[src/rtl/pinport_pkg.sv]
package pinport_pkg;
  typedef enum logic [1:0] {
    PM_IN  = 2'b00,
    PM_OUT = 2'b01,
    PM_ALT = 2'b10,
    PM_ANA = 2'b11
  } pin_mode_e;

  localparam int unsigned OFS_MODE   = 0;
  localparam int unsigned OFS_OTYPE  = 1;
  localparam int unsigned OFS_PULL   = 2;
  localparam int unsigned OFS_IDR    = 3;
  localparam int unsigned OFS_ODR    = 4;
  localparam int unsigned OFS_SETCLR = 5;
  localparam int unsigned OFS_AFLO   = 6;
  localparam int unsigned OFS_AFHI   = 7;

  localparam logic [1:0] PULL_UP = 2'b01;
  localparam logic [1:0] PULL_DN = 2'b10;
endpackage

[src/rtl/pinport_regs.sv]
module pinport_regs import pinport_pkg::*; #(
  parameter int NPINS  = 16,
  parameter int DW     = 32,
  parameter int ADDR_W = 4
) (
  input  logic                 clk,
  input  logic                 rst,
  input  logic                 wr_en,
  input  logic [ADDR_W-1:0]    wr_addr,
  input  logic [DW/8-1:0]      wr_strb,
  input  logic [DW-1:0]        wr_data,
  input  logic [ADDR_W-1:0]    rd_addr,
  input  logic [NPINS-1:0]     idr_i,
  output logic [DW-1:0]        mode_o,
  output logic [NPINS-1:0]     otype_o,
  output logic [DW-1:0]        pull_o,
  output logic [NPINS-1:0]     odr_o,
  output logic [2*DW-1:0]      afsel_o,
  output logic [DW-1:0]        rd_data_o
);
  localparam int NB = DW / 8;
  localparam logic [ADDR_W-1:0] A_MODE   = ADDR_W'(OFS_MODE);
  localparam logic [ADDR_W-1:0] A_OTYPE  = ADDR_W'(OFS_OTYPE);
  localparam logic [ADDR_W-1:0] A_PULL   = ADDR_W'(OFS_PULL);
  localparam logic [ADDR_W-1:0] A_IDR    = ADDR_W'(OFS_IDR);
  localparam logic [ADDR_W-1:0] A_ODR    = ADDR_W'(OFS_ODR);
  localparam logic [ADDR_W-1:0] A_SETCLR = ADDR_W'(OFS_SETCLR);
  localparam logic [ADDR_W-1:0] A_AFLO   = ADDR_W'(OFS_AFLO);
  localparam logic [ADDR_W-1:0] A_AFHI   = ADDR_W'(OFS_AFHI);

  logic [DW-1:0]    mode_q, pull_q, aflo_q, afhi_q;
  logic [NPINS-1:0] otype_q, odr_q;
  logic [DW-1:0]    bmask;
  logic [NPINS-1:0] set_bits, clr_bits;

  // expand byte strobes into a bit mask
  always_comb begin
    for (int b = 0; b < NB; b++) bmask[b*8 +: 8] = {8{wr_strb[b]}};
  end

  assign set_bits = wr_data[NPINS-1:0]       & bmask[NPINS-1:0];
  assign clr_bits = wr_data[2*NPINS-1:NPINS] & bmask[2*NPINS-1:NPINS];

  always_ff @(posedge clk) begin
    if (rst) begin
      mode_q  <= '0;
      pull_q  <= '0;
      aflo_q  <= '0;
      afhi_q  <= '0;
      otype_q <= '0;
      odr_q   <= '0;
    end else if (wr_en) begin
      unique case (wr_addr)
        A_MODE:   mode_q  <= (mode_q & ~bmask) | (wr_data & bmask);
        A_PULL:   pull_q  <= (pull_q & ~bmask) | (wr_data & bmask);
        A_AFLO:   aflo_q  <= (aflo_q & ~bmask) | (wr_data & bmask);
        A_AFHI:   afhi_q  <= (afhi_q & ~bmask) | (wr_data & bmask);
        A_OTYPE:  otype_q <= (otype_q & ~bmask[NPINS-1:0]) | (wr_data[NPINS-1:0] & bmask[NPINS-1:0]);
        A_ODR:    odr_q   <= (odr_q & ~bmask[NPINS-1:0]) | (wr_data[NPINS-1:0] & bmask[NPINS-1:0]);
        A_SETCLR: odr_q   <= (odr_q & ~clr_bits) | set_bits;  // set wins
        default: ;
      endcase
    end
  end

  always_ff @(posedge clk) begin
    if (rst) rd_data_o <= '0;
    else begin
      unique case (rd_addr)
        A_MODE:  rd_data_o <= mode_q;
        A_OTYPE: rd_data_o <= DW'(otype_q);
        A_PULL:  rd_data_o <= pull_q;
        A_IDR:   rd_data_o <= DW'(idr_i);
        A_ODR:   rd_data_o <= DW'(odr_q);
        A_AFLO:  rd_data_o <= aflo_q;
        A_AFHI:  rd_data_o <= afhi_q;
        default: rd_data_o <= '0;
      endcase
    end
  end

  assign mode_o  = mode_q;
  assign otype_o = otype_q;
  assign pull_o  = pull_q;
  assign odr_o   = odr_q;
  assign afsel_o = {afhi_q, aflo_q};
endmodule

[src/rtl/pinport_pad.sv]
module pinport_pad import pinport_pkg::*; #(
  parameter int NAF  = 16,
  parameter int SELW = 4
) (
  input  logic            clk,
  input  logic            rst,
  input  logic [1:0]      mode_i,
  input  logic            otype_i,
  input  logic [1:0]      pull_i,
  input  logic            odr_i,
  input  logic [SELW-1:0] afsel_i,
  input  logic [NAF-1:0]  af_oe_i,
  input  logic [NAF-1:0]  af_do_i,
  input  logic            pad_in_i,
  output logic            oe_o,
  output logic            do_o,
  output logic            pu_o,
  output logic            pd_o,
  output logic            idr_o
);
  pin_mode_e mode;
  logic src_oe, src_do, drv_oe, drv_do, analog;

  assign mode   = pin_mode_e'(mode_i);
  assign analog = (mode == PM_ANA);

  always_comb begin
    unique case (mode)
      PM_OUT: begin src_oe = 1'b1;              src_do = odr_i;              end
      PM_ALT: begin src_oe = af_oe_i[afsel_i];  src_do = af_do_i[afsel_i];  end
      default: begin src_oe = 1'b0;             src_do = 1'b0;               end
    endcase
  end

  // open-drain: only a driven 0 enables the pad
  assign drv_oe = otype_i ? (src_oe & ~src_do) : src_oe;
  assign drv_do = otype_i ? 1'b0 : src_do;

  always_ff @(posedge clk) begin
    if (rst) begin
      oe_o  <= 1'b0;
      do_o  <= 1'b0;
      pu_o  <= 1'b0;
      pd_o  <= 1'b0;
      idr_o <= 1'b0;
    end else begin
      oe_o  <= drv_oe;
      do_o  <= drv_do;
      pu_o  <= !analog && (pull_i == PULL_UP);
      pd_o  <= !analog && (pull_i == PULL_DN);
      idr_o <= !analog && pad_in_i;
    end
  end
endmodule

[src/rtl/pinport_ctrl.sv]
module pinport_ctrl import pinport_pkg::*; #(
  parameter int NPINS  = 16,
  parameter int NAF    = 16,
  parameter int DW     = 32,
  parameter int ADDR_W = 4
) (
  input  logic                 clk,
  input  logic                 rst,
  input  logic                 wr_en,
  input  logic [ADDR_W-1:0]    wr_addr,
  input  logic [DW/8-1:0]      wr_strb,
  input  logic [DW-1:0]        wr_data,
  input  logic [ADDR_W-1:0]    rd_addr,
  output logic [DW-1:0]        rd_data,
  input  logic [NPINS*NAF-1:0] af_oe,
  input  logic [NPINS*NAF-1:0] af_do,
  input  logic [NPINS-1:0]     pad_in,
  output logic [NPINS-1:0]     pad_oe,
  output logic [NPINS-1:0]     pad_do,
  output logic [NPINS-1:0]     pad_pu,
  output logic [NPINS-1:0]     pad_pd
);
  localparam int SELW = $clog2(NAF);

  logic [DW-1:0]    mode_w, pull_w;
  logic [NPINS-1:0] otype_w, odr_w, idr_w;
  logic [2*DW-1:0]  afsel_w;

  pinport_regs #(.NPINS(NPINS), .DW(DW), .ADDR_W(ADDR_W)) u_regs (
    .clk(clk), .rst(rst),
    .wr_en(wr_en), .wr_addr(wr_addr), .wr_strb(wr_strb), .wr_data(wr_data),
    .rd_addr(rd_addr), .idr_i(idr_w),
    .mode_o(mode_w), .otype_o(otype_w), .pull_o(pull_w), .odr_o(odr_w),
    .afsel_o(afsel_w), .rd_data_o(rd_data)
  );

  for (genvar i = 0; i < NPINS; i++) begin : g_pin
    pinport_pad #(.NAF(NAF), .SELW(SELW)) u_pad (
      .clk(clk), .rst(rst),
      .mode_i(mode_w[2*i +: 2]), .otype_i(otype_w[i]), .pull_i(pull_w[2*i +: 2]),
      .odr_i(odr_w[i]), .afsel_i(afsel_w[i*SELW +: SELW]),
      .af_oe_i(af_oe[i*NAF +: NAF]), .af_do_i(af_do[i*NAF +: NAF]),
      .pad_in_i(pad_in[i]),
      .oe_o(pad_oe[i]), .do_o(pad_do[i]), .pu_o(pad_pu[i]), .pd_o(pad_pd[i]),
      .idr_o(idr_w[i])
    );
  end
endmodule

[config.mk]
export PLATFORM = sky130hd
export DESIGN_NAME = pinport_ctrl
export DESIGN_NICKNAME = d
export VERILOG_FILES = /design/src/rtl/pinport_pkg.sv /design/src/rtl/pinport_regs.sv /design/src/rtl/pinport_pad.sv /design/src/rtl/pinport_ctrl.sv
export SDC_FILE = /design/constraint.sdc
export NUM_CORES = 1
export LEC_CHECK = 0
export BUFFER_PORTS_ARGS = -buffer_cell sky130_fd_sc_hd__buf_2
export CORE_AREA = 4 4 258 260
export DETAILED_ROUTE_END_ITERATION = 12
export DIE_AREA = 0 0 262 264
export PLACE_DENSITY_LB_ADDON = 0.15
export REMOVE_ABC_BUFFERS = 1
export SLEW_MARGIN = 15
export SYNTH_ARGS = -nofsm -noshare
export SYNTH_HDL_FRONTEND = slang
export SYNTH_SLANG_ARGS = --single-unit
[constraint.sdc]
create_clock -name clk -period 1.65 [get_ports clk]
set_input_delay 0.2475 -clock clk [delete_from_list [all_inputs] [get_ports clk]]
set_output_delay 0.2475 -clock clk [all_outputs]
set_load 0.02 [all_outputs]
; ---- Yosys cells after proc, flatten, opt, wreduce, memory -nomap -nowiden
; Cells that the tools add are included.
[classes]
div = 0
n_eq_ne = 92
mux = 114
bitwise = 52
shift = 0
add_sub_neg = 0
reduce_logical = 89
n_lt_le_gt_ge = 16
multipliers = 0
[ops]
columns = op, count
row1 = one-hot mux 32 bit (7 select lines), 1
row2 = AND 32 bit, 5
row3 = binary-select mux 1 bit (select 4 bit), 32
row4 = OR 32 bit, 4
row5 = equality test 2 bit (second input constant), 48
row6 = AND 16 bit, 5
row7 = less-than comparator 4 x 5 -> 1 bit (second input constant), 16
row8 = equality test 2 x 1 -> 1 bit (second input constant), 32
row9 = one-hot mux 1 bit (2 select lines), 32
row10 = logical AND 1 bit, 48
row11 = 2-to-1 mux 1 bit, 48
row12 = OR 16 bit, 3
row13 = NOT 16 bit, 2
row14 = NOT 32 bit, 1
row15 = one-hot mux 16 bit (2 select lines), 1
row16 = OR reduction 2 bit, 16
row17 = equality test 4 x 3 -> 1 bit (second input constant), 7
row18 = AND 1 bit, 16
row19 = zero test 1 bit, 16
row20 = NOT 1 bit, 16
row21 = equality test 4 x 2 -> 1 bit (second input constant), 3
row22 = AND reduction 2 bit, 6
row23 = equality test 4 x 1 -> 1 bit (second input constant), 2
row24 = zero test 4 bit, 2
row25 = nonzero test 2 bit, 1
[totals]
reg_bits = 272
mem_bits_ro = 0
mem_count = 0
out_inout_bits = 96
in_bits = 575
latchBits = 0
ramBits = 0

; ---- Logic depth before layout (Yosys ltp)
; Gate-level depths: netlist of the first run.
[logic_depth]
ltp_word = 6
ltp_mapped = 7

; ---- Cells and area by module
; A second synthesis of the first run with hierarchy kept.
[unflattened]
cells_unflattened = 1948
area_unflattened_um2 = 17843.4
[modules_own_cells]
columns = module, area_per_inst_um2, instances, cells_per_inst, seq_area_each_um2
row1 = pinport_regs, 9175.0, 1, 1084, 3843.7
row2 = pinport_pad, 541.8, 16, 54, 100.1

; ---- Worst setup path before layout of the first run
; No wires, ideal clock.
[synth_timing]
path_kind = register -> register
start = reg (tool-made name)
end = reg g_pin[2].u_pad.oe_o
setup_ns = 0.133
required_ns = 1.517
path_slack_ns = -0.060
path_buffers = 2
arrival_ns = 1.577
path_stages_with_launch = 8
cell_sequence = dfxtp_1 > buf_2 > buf_4 > mux4_2 > mux2i_1 > nor3_1 > a211oi_1 > a311oi_1
[synth_lines]
columns = element, line_no
row1 = to (signal assigned), pinport_pad.sv:47  ; oe_o <= drv_oe;
row2 = to (decl), pinport_pad.sv:15  ; output logic oe_o,

==> flow_metrics.py, run 1 <==
metrics = {
    "placed_design": {
        "portBuffers": 670,
        "detailed_place_hpwl_um": 65600,
        "placement.setup.worst_slack_ps": -417,
        "place_congestion": 0.876,
    },
    "route": {
        "detail_route.wirelength_um": 83400,
        "dr_total_vias": 18400,
        "route.detailed.drc": 0,
        "postRouteAntennaNets": 0,
        "first_drt_pass_iteration_count": 6,
        "post_drt_via_cell_ratio": 5.12,
        "wl_cell_um": 23.3,
        "first_iter_violations": 1201,
    },
    "clock_network": {
        "cts.htree.levels": 2,
        "ctsRootBufferMaster": "clkbuf_16",
        "worstSkewPairLatency_ps": 560,
        "worst_setup_hold_path_clk_slew_ps": 60,
        "cts_sinks": 272,
        "cts_buffer_depth": 3,
        "cts_tree": "built",
        "cts_made_buffers": 37,
    },
    "sta": {
        "grt_setup_unrepaired": "true",
        "final-max-slew-violation-count": 0,
        "fin_tns_setup_ps": -885,
        "fin_crit_ps": 1790,
        "timing_hold_violations_final": 0,
        "setup-violations-final": 17,
        "remaining_max_slew_budget_at_the_tightest_pin_pct": 52.9,
        "max_slew.worst_pin.slew_ps": 704,
        "max_freq_mhz": 560,
        "clock_skew_ps": 14.4,
        "post-route-worst-setup-slack_ps": -137,
        "post-route-period-util_pct": 108,
    },
    "power_and_ir_drop": {
        "vdd_drop_max_mv": 0.586,
        "p_sw_mw": 4.39,
        "power.share.sequential_pct": 38.0,
        "netSwitchingFraction_pct": 25.0,
        "combPwrFrac_pct": 12.6,
        "power_frac_clock_pct": 49.4,
        "internal_power_mw": 13.2,
        "leakage_nw": 10.1,
        "power_density_nw_per_um2": 689,
    },
    "floorplanning": {
        "design.die.area_um2": 69200,
        "start_util_pct": 25.9,
        "io_pins": 671,
        "die_height_um": 264,
        "core_area_um2": 64100,
        "num_rows": 93,
        "floorplan.die.width_um": 262,
    },
    "finish": {
        "syn_to_final_growth_pct": 53.6,
        "highest_count_cells_in_the_layout_ignoring_fill_and_taps": "buf_2, buf_4, dfxtp_1",
        "layout.core_utilization_pct": 39.7,
        "layout.cells.most_common": "buf_2",
        "finalNetCount": 3318,
        "layout-drive-gt1-share_pct": 48.5,
    },
    "global_routing": {
        "global_route_wire_length_before_repair_um": 119000,
        "grtUsageTotal_pct": 22.5,
        "grt_antenna_before_repair": 10,
        "number_of_global_route_vias_before_repair": 19000,
        "grt_remaining_overflow": 0,
        "grt_max_degree": 46,
    },
    "yosys": {
        "synth_warnings": 0,
        "syn_area_um2": 16600,
        "synth.ff_latch_count": 272,
        "synthArstFlopShare_pct": 0,
        "synth-main-ff-cell": "dfxtp_1",
        "post-synth-top-area-fraction_pct": 32.8,
        "synthCells": 1844,
        "post_synth_main_area_contributors": "dfxtp_1, mux4_2, a21oi_1",
        "synth.yosys.seq_area_share_pct": 32.8,
        "synth_enable_flop_cells": 0,
        "synth_top_cell_by_area": "dfxtp_1",
        "post_synth.cell_area_avg_um2": 9.00,
        "synth.distinct_cells": 69,
    },
    "critical_path": {
        "setup.worst_path.end_class": "flop",
        "criticalPathCategory": "flop to flop",
        "cp.arrival_ps": 2240,
        "worst-endpoint-required_ps": 2100,
        "critical_path.startpoint_type": "flop",
        "worstPathMaxFanout": 6,
    },
    "outcome": {
        "status": "finished with violations",
        "violations_in_the_final_reports": "setup timing",
    },
    "min_path": {
        "hold_path.startpoint": "wr_data[21]",
        "min_path_type": "input port to flop",
    },
    "job": {
        "max_cap_viol_count": 0,
    },
}
==> layer usage <==
| metal | global-route usage [%] | up-vias | wire [µm] |
|---|---|---|---|
| met5 | 0 | - | 27 |
| met4 | 5.38 | 4 | 1820 |
| met3 | 4.37 | 108 | 5890 |
| met2 | 40.2 | 692 | 42500 |
| met1 | 27.8 | 8978 | 33200 |
| li1 | - | 8570 | - |
==> through the flow <==
step | power [mW] | hold slack, ps | instances | area (µm²)
floorplan | 7.36 | 317 | 1629 | 15300
global placement | 8.81 | 472 | 3445 | 22500
detailed placement | 8.84 | 478 | 3445 | 22500
CTS | 17.7 | 0.0251 | 3561 | 24900
global route | 18.2 | 18.8 | 3578 | 25500
finish | 17.6 | 29.0 | 3582 | 25500
==> synthesized netlist by cell type, types with 7 or more instances <==
library cell / n
buf_1: 8
dfxtp_1: 272
a222oi_1: 14
nand4_1: 12
nand2_1: 218
mux2_2: 28
nand4b_1: 13
nand3b_1: 10
inv_1: 41
nand2b_1: 15
nor2_1: 44
a221oi_1: 8
a31oi_1: 19
clkbuf_1: 87
nor4b_1: 32
nor2b_1: 34
nand3_1: 177
nor4_1: 10
buf_2: 24
buf_4: 79
nor3b_1: 40
mux4_1: 7
mux2i_1: 92
buf_6: 13
o21ai_0: 26
o31ai_1: 9
ha_1: 48
and3_1: 12
mux4_2: 70
a2111oi_0: 32
a21oi_1: 201
nor3_1: 14
a22oi_1: 70
==> worst max-delay path, stage by stage, from the launching register on <==
cell and delay, ps:
dfxtp_4 390, buf_12 130, mux4_2 500, nand2b_4 150
a221oi_1 240, and4bb_2 260
==> layout make-up <==
cell class,count,area (µm²)
flip-flops and latches,272,5520
diodes,7,17.5
inverters,41,154
well taps,855,1070
fillers,6459,38600
repair buffers,1027,6840
clock buffers,52,1090
clock inverters,12,215
multi-input cells,1316,10600
==> power groups by stage <==
stage                     Sequential (mW)  Clock (mW)  Combinational (mW)
after global placement               6.83           0                1.99
after CTS                            6.67        8.90                2.16
after floorplan                      6.83           0               0.535
after global routing                 6.67        9.15                2.37
after detailed placement             6.83           0                2.01
final                                6.67        8.67                2.22
==> timing repair <==
action	CTS	global route
hold buffers	31	0
pin swaps	41	47
cloned	8	5
endpoints found under the setup margin	31	32
setup buffers	14	11
gates resized for setup	143	98
endpoints found under the hold margin	63	0
==> worst paths after layout <==
| kind | end | slack (ps) | cells after the start |
|---|---|---|---|
| max | g_pin[3].u_pad.oe_o | -140 | 5 |
| min | flop | 30 | 3 |
| max reg2reg | g_pin[3].u_pad.oe_o | -140 | 5 |
| min reg2reg | flop | 490 | 2 |
==> cells by family after synthesis <==
| kind of cell | synth area share, % |
|---|---|
| AOI/OAI and AO/OA | 16.0 |
| adders and majority gates | 3.62 |
| buffers and inverters | 8.58 |
| DFF | 32.8 |
| muxes | 18.2 |
| and+or+nand+nor | 20.8 |
Note: power is estimated with default switching activity, not from simulation.
==> run 2: changes to the inputs <==
Clock period 1.65 ns to 2 ns, I/O delays scaled along.
==> run 2 against run 1 <==
The run now ends clean; wire length decreased by 4.5%; count of clock-buffer cells in the layout fell by 2; critical path depth is 2 higher; die area unchanged; clock skew rose by 16 ps; worst hold slack got worse by 1.9 ps; sequential power shrank 17%; design area down 11%; non-clock buffer count decreased by 194; setup slack improved by 240 ps; largest power group unchanged.
==> flow_metrics.py, run 2 (synthesized netlist as in run 1, its figures left out) <==
metrics = {
    "sta": {
        "clock_skew_ps": 30.5,
        "hold_ws_ps": 27.1,
        "setup-violations-final": 0,
        "grt_setup_unrepaired": "false",
        "fin_crit_ps": 1900,
        "max_freq_mhz": 526,
        "timing_hold_violations_final": 0,
        "remaining_max_slew_budget_at_the_tightest_pin_pct": 56.4,
        "max_slew.worst_pin.slew_ps": 645,
        "final-max-slew-violation-count": 0,
        "post-route-period-util_pct": 95.0,
    },
    "clock_network": {
        "worst_setup_hold_path_clk_slew_ps": 60,
        "post-cts-setup-buffers": 0,
        "cts_made_buffers": 36,
        "cts_sinks": 272,
        "cts_buffer_depth": 3,
        "worstSkewPairLatency_ps": 560,
        "cts_tree": "built",
        "cts.htree.levels": 2,
        "ctsRootBufferMaster": "clkbuf_16",
    },
    "floorplanning": {
        "floorplan.die.width_um": 262,
        "num_rows": 93,
        "start_util_pct": 25.9,
        "core_area_um2": 64100,
        "die_height_um": 264,
        "design.die.area_um2": 69200,
        "io_pins": 671,
    },
    "critical_path": {
        "worstPathMaxFanout": 3,
        "cp.arrival_ps": 2330,
        "r2r_cells": 7,
        "worst-endpoint-required_ps": 2430,
        "criticalPathCategory": "flop to flop",
        "setup.reg_to_reg.worst_slack_ps": 100,
        "setup.worst_path.end_class": "flop",
        "critical_path.startpoint_type": "flop",
        "critical_path.reg2reg.endpoint": "g_pin[15].u_pad.oe_o",
    },
    "power_and_ir_drop": {
        "leakage_nw": 8.69,
        "power_density_nw_per_um2": 600,
        "p_sw_mw": 3.43,
        "combPwrFrac_pct": 11.8,
        "vdd_drop_max_mv": 0.507,
        "power_frac_clock_pct": 47.5,
        "internal_power_mw": 10.1,
        "netSwitchingFraction_pct": 25.3,
        "power.share.sequential_pct": 40.7,
    },
    "finish": {
        "post-route-cell-area_um2": 22600,
        "post_layout_nonfiller_instances": 3386,
        "highest_count_cells_in_the_layout_ignoring_fill_and_taps": "buf_2, dfxtp_1, nand2_1",
        "layout.cells.most_common": "buf_2",
        "multi_input_comb_area_um2": 9830,
        "syn_to_final_growth_pct": 36.3,
        "nFillCells": 6685,
        "finalNetCount": 3123,
        "layout.core_utilization_pct": 35.3,
        "layout-drive-gt1-share_pct": 40.1,
        "final-seq-area_um2": 5450,
    },
    "route": {
        "wl_cell_um": 23.5,
        "postRouteAntennaNets": 0,
        "detail_route.wirelength_um": 79600,
        "first_drt_pass_iteration_count": 6,
        "first_iter_violations": 1144,
        "route.detailed.drc": 0,
        "post_drt_via_cell_ratio": 5.12,
        "dr_total_vias": 17300,
    },
    "min_path": {
        "min_path_type": "input port to flop",
        "holdPathStages": 2,
        "hold-path-endpoint": "g_pin[11].u_pad.idr_o",
        "hold_path.startpoint": "pad_in[11]",
    },
    "job": {
        "max_cap_viol_count": 0,
    },
    "global_routing": {
        "global_route_wire_length_before_repair_um": 113000,
        "grt_max_degree": 46,
        "grt_antenna_before_repair": 15,
        "grt_remaining_overflow": 0,
        "number_of_global_route_vias_before_repair": 17700,
        "grtUsageTotal_pct": 21.6,
    },
    "placed_design": {
        "dpl_cell_area_um2": 21300,
        "place_congestion": 0.883,
        "detailed_place_hpwl_um": 64300,
        "portBuffers": 670,
        "total_instance_count_after_detailed_placement": 3310,
    },
    "outcome": {
        "status": "finished clean",
    },
}
==> run 2: cell types whose count changed in the layout (fill, tap and decap cells not counted), sizes merged <==
| cell | change |
|---|---|
| buf | -165 |
| bufinv | -3 |
| clkbuf | -7 |
| clkinv | -1 |
| clkinvlp | +1 |
| diode | +3 |
| dlygate4sd3 | -24 |
==> run 2: area by class of cell <==
| class | instances | area share (%) |
|---|---|---|
| flip-flops and latches | 272 | 24.1 |
| repair buffers | 833 | 21.8 |
| multi-input cells | 1316 | 43.5 |
| clock inverters | 9 | 0.498 |
| inverters | 41 | 0.681 |
| diodes | 10 | 0.111 |
| well taps | 855 | 4.73 |
| clock buffers | 50 | 4.57 |
==> run 2: per-layer routing <==
metal / vias to the layer above / track usage [%] / share of wire [%]
li1: 8178 / - / -
met1: 8370 / 26.4 / 41
met2: 661 / 38.6 / 50
met3: 128 / 4.19 / 6.8
met4: 8 / 6.14 / 2.7
met5: - / 0 / 0.059
==> run 2: worst max-delay path by stage <==
stage,start,to,depth (start not counted)
2_1_floorplan,rd_addr[0],u_regs.rd_data_o[12],3
3_3_place_gp,wr_addr[1],u_regs.odr_o[3],7
3_5_place_dp,wr_addr[1],u_regs.odr_o[8],8
4_1_cts,flop,g_pin[2].u_pad.oe_o,7
5_1_grt,flop,g_pin[2].u_pad.oe_o,7
6_report,flop,g_pin[15].u_pad.oe_o,7
==> run 2: metrics by stage <==
stage	total power [mW]	TNS [ps]	setup slack, ps
after floorplan	6.07	-64540	-1360
after detailed placement	7.21	-1240	-132
after global placement	7.20	-1200	-123
final	13.6	0	100
after CTS	13.7	0	36.6
after global routing	14.0	0	3.39
==> run 2: critical path: stages (launching register included) <==
cell and delay (ps):
dfxtp_1 360, inv_1 60, ha_1 280, nor2_1 230, nand2_1 140, nor4_1 280
a221oi_1 120, nor4bb_1 320
==> run 2: power by group through the flow <==
stage	sequential [mW]	clock, mW	combinational, mW
2_1_floorplan	5.63	0	0.441
3_3_place_gp	5.64	0	1.56
3_5_place_dp	5.64	0	1.58
4_1_cts	5.52	6.62	1.60
5_1_grt	5.52	6.80	1.72
6_report	5.52	6.44	1.59
==> run 2: repair_timing <==
action                     4_1_cts  5_1_grt
resized for setup                2       19
hold buffers                     7        0
hold endpoints to repair         7        0
setup endpoints to repair        2        8
pin swaps                        0        1
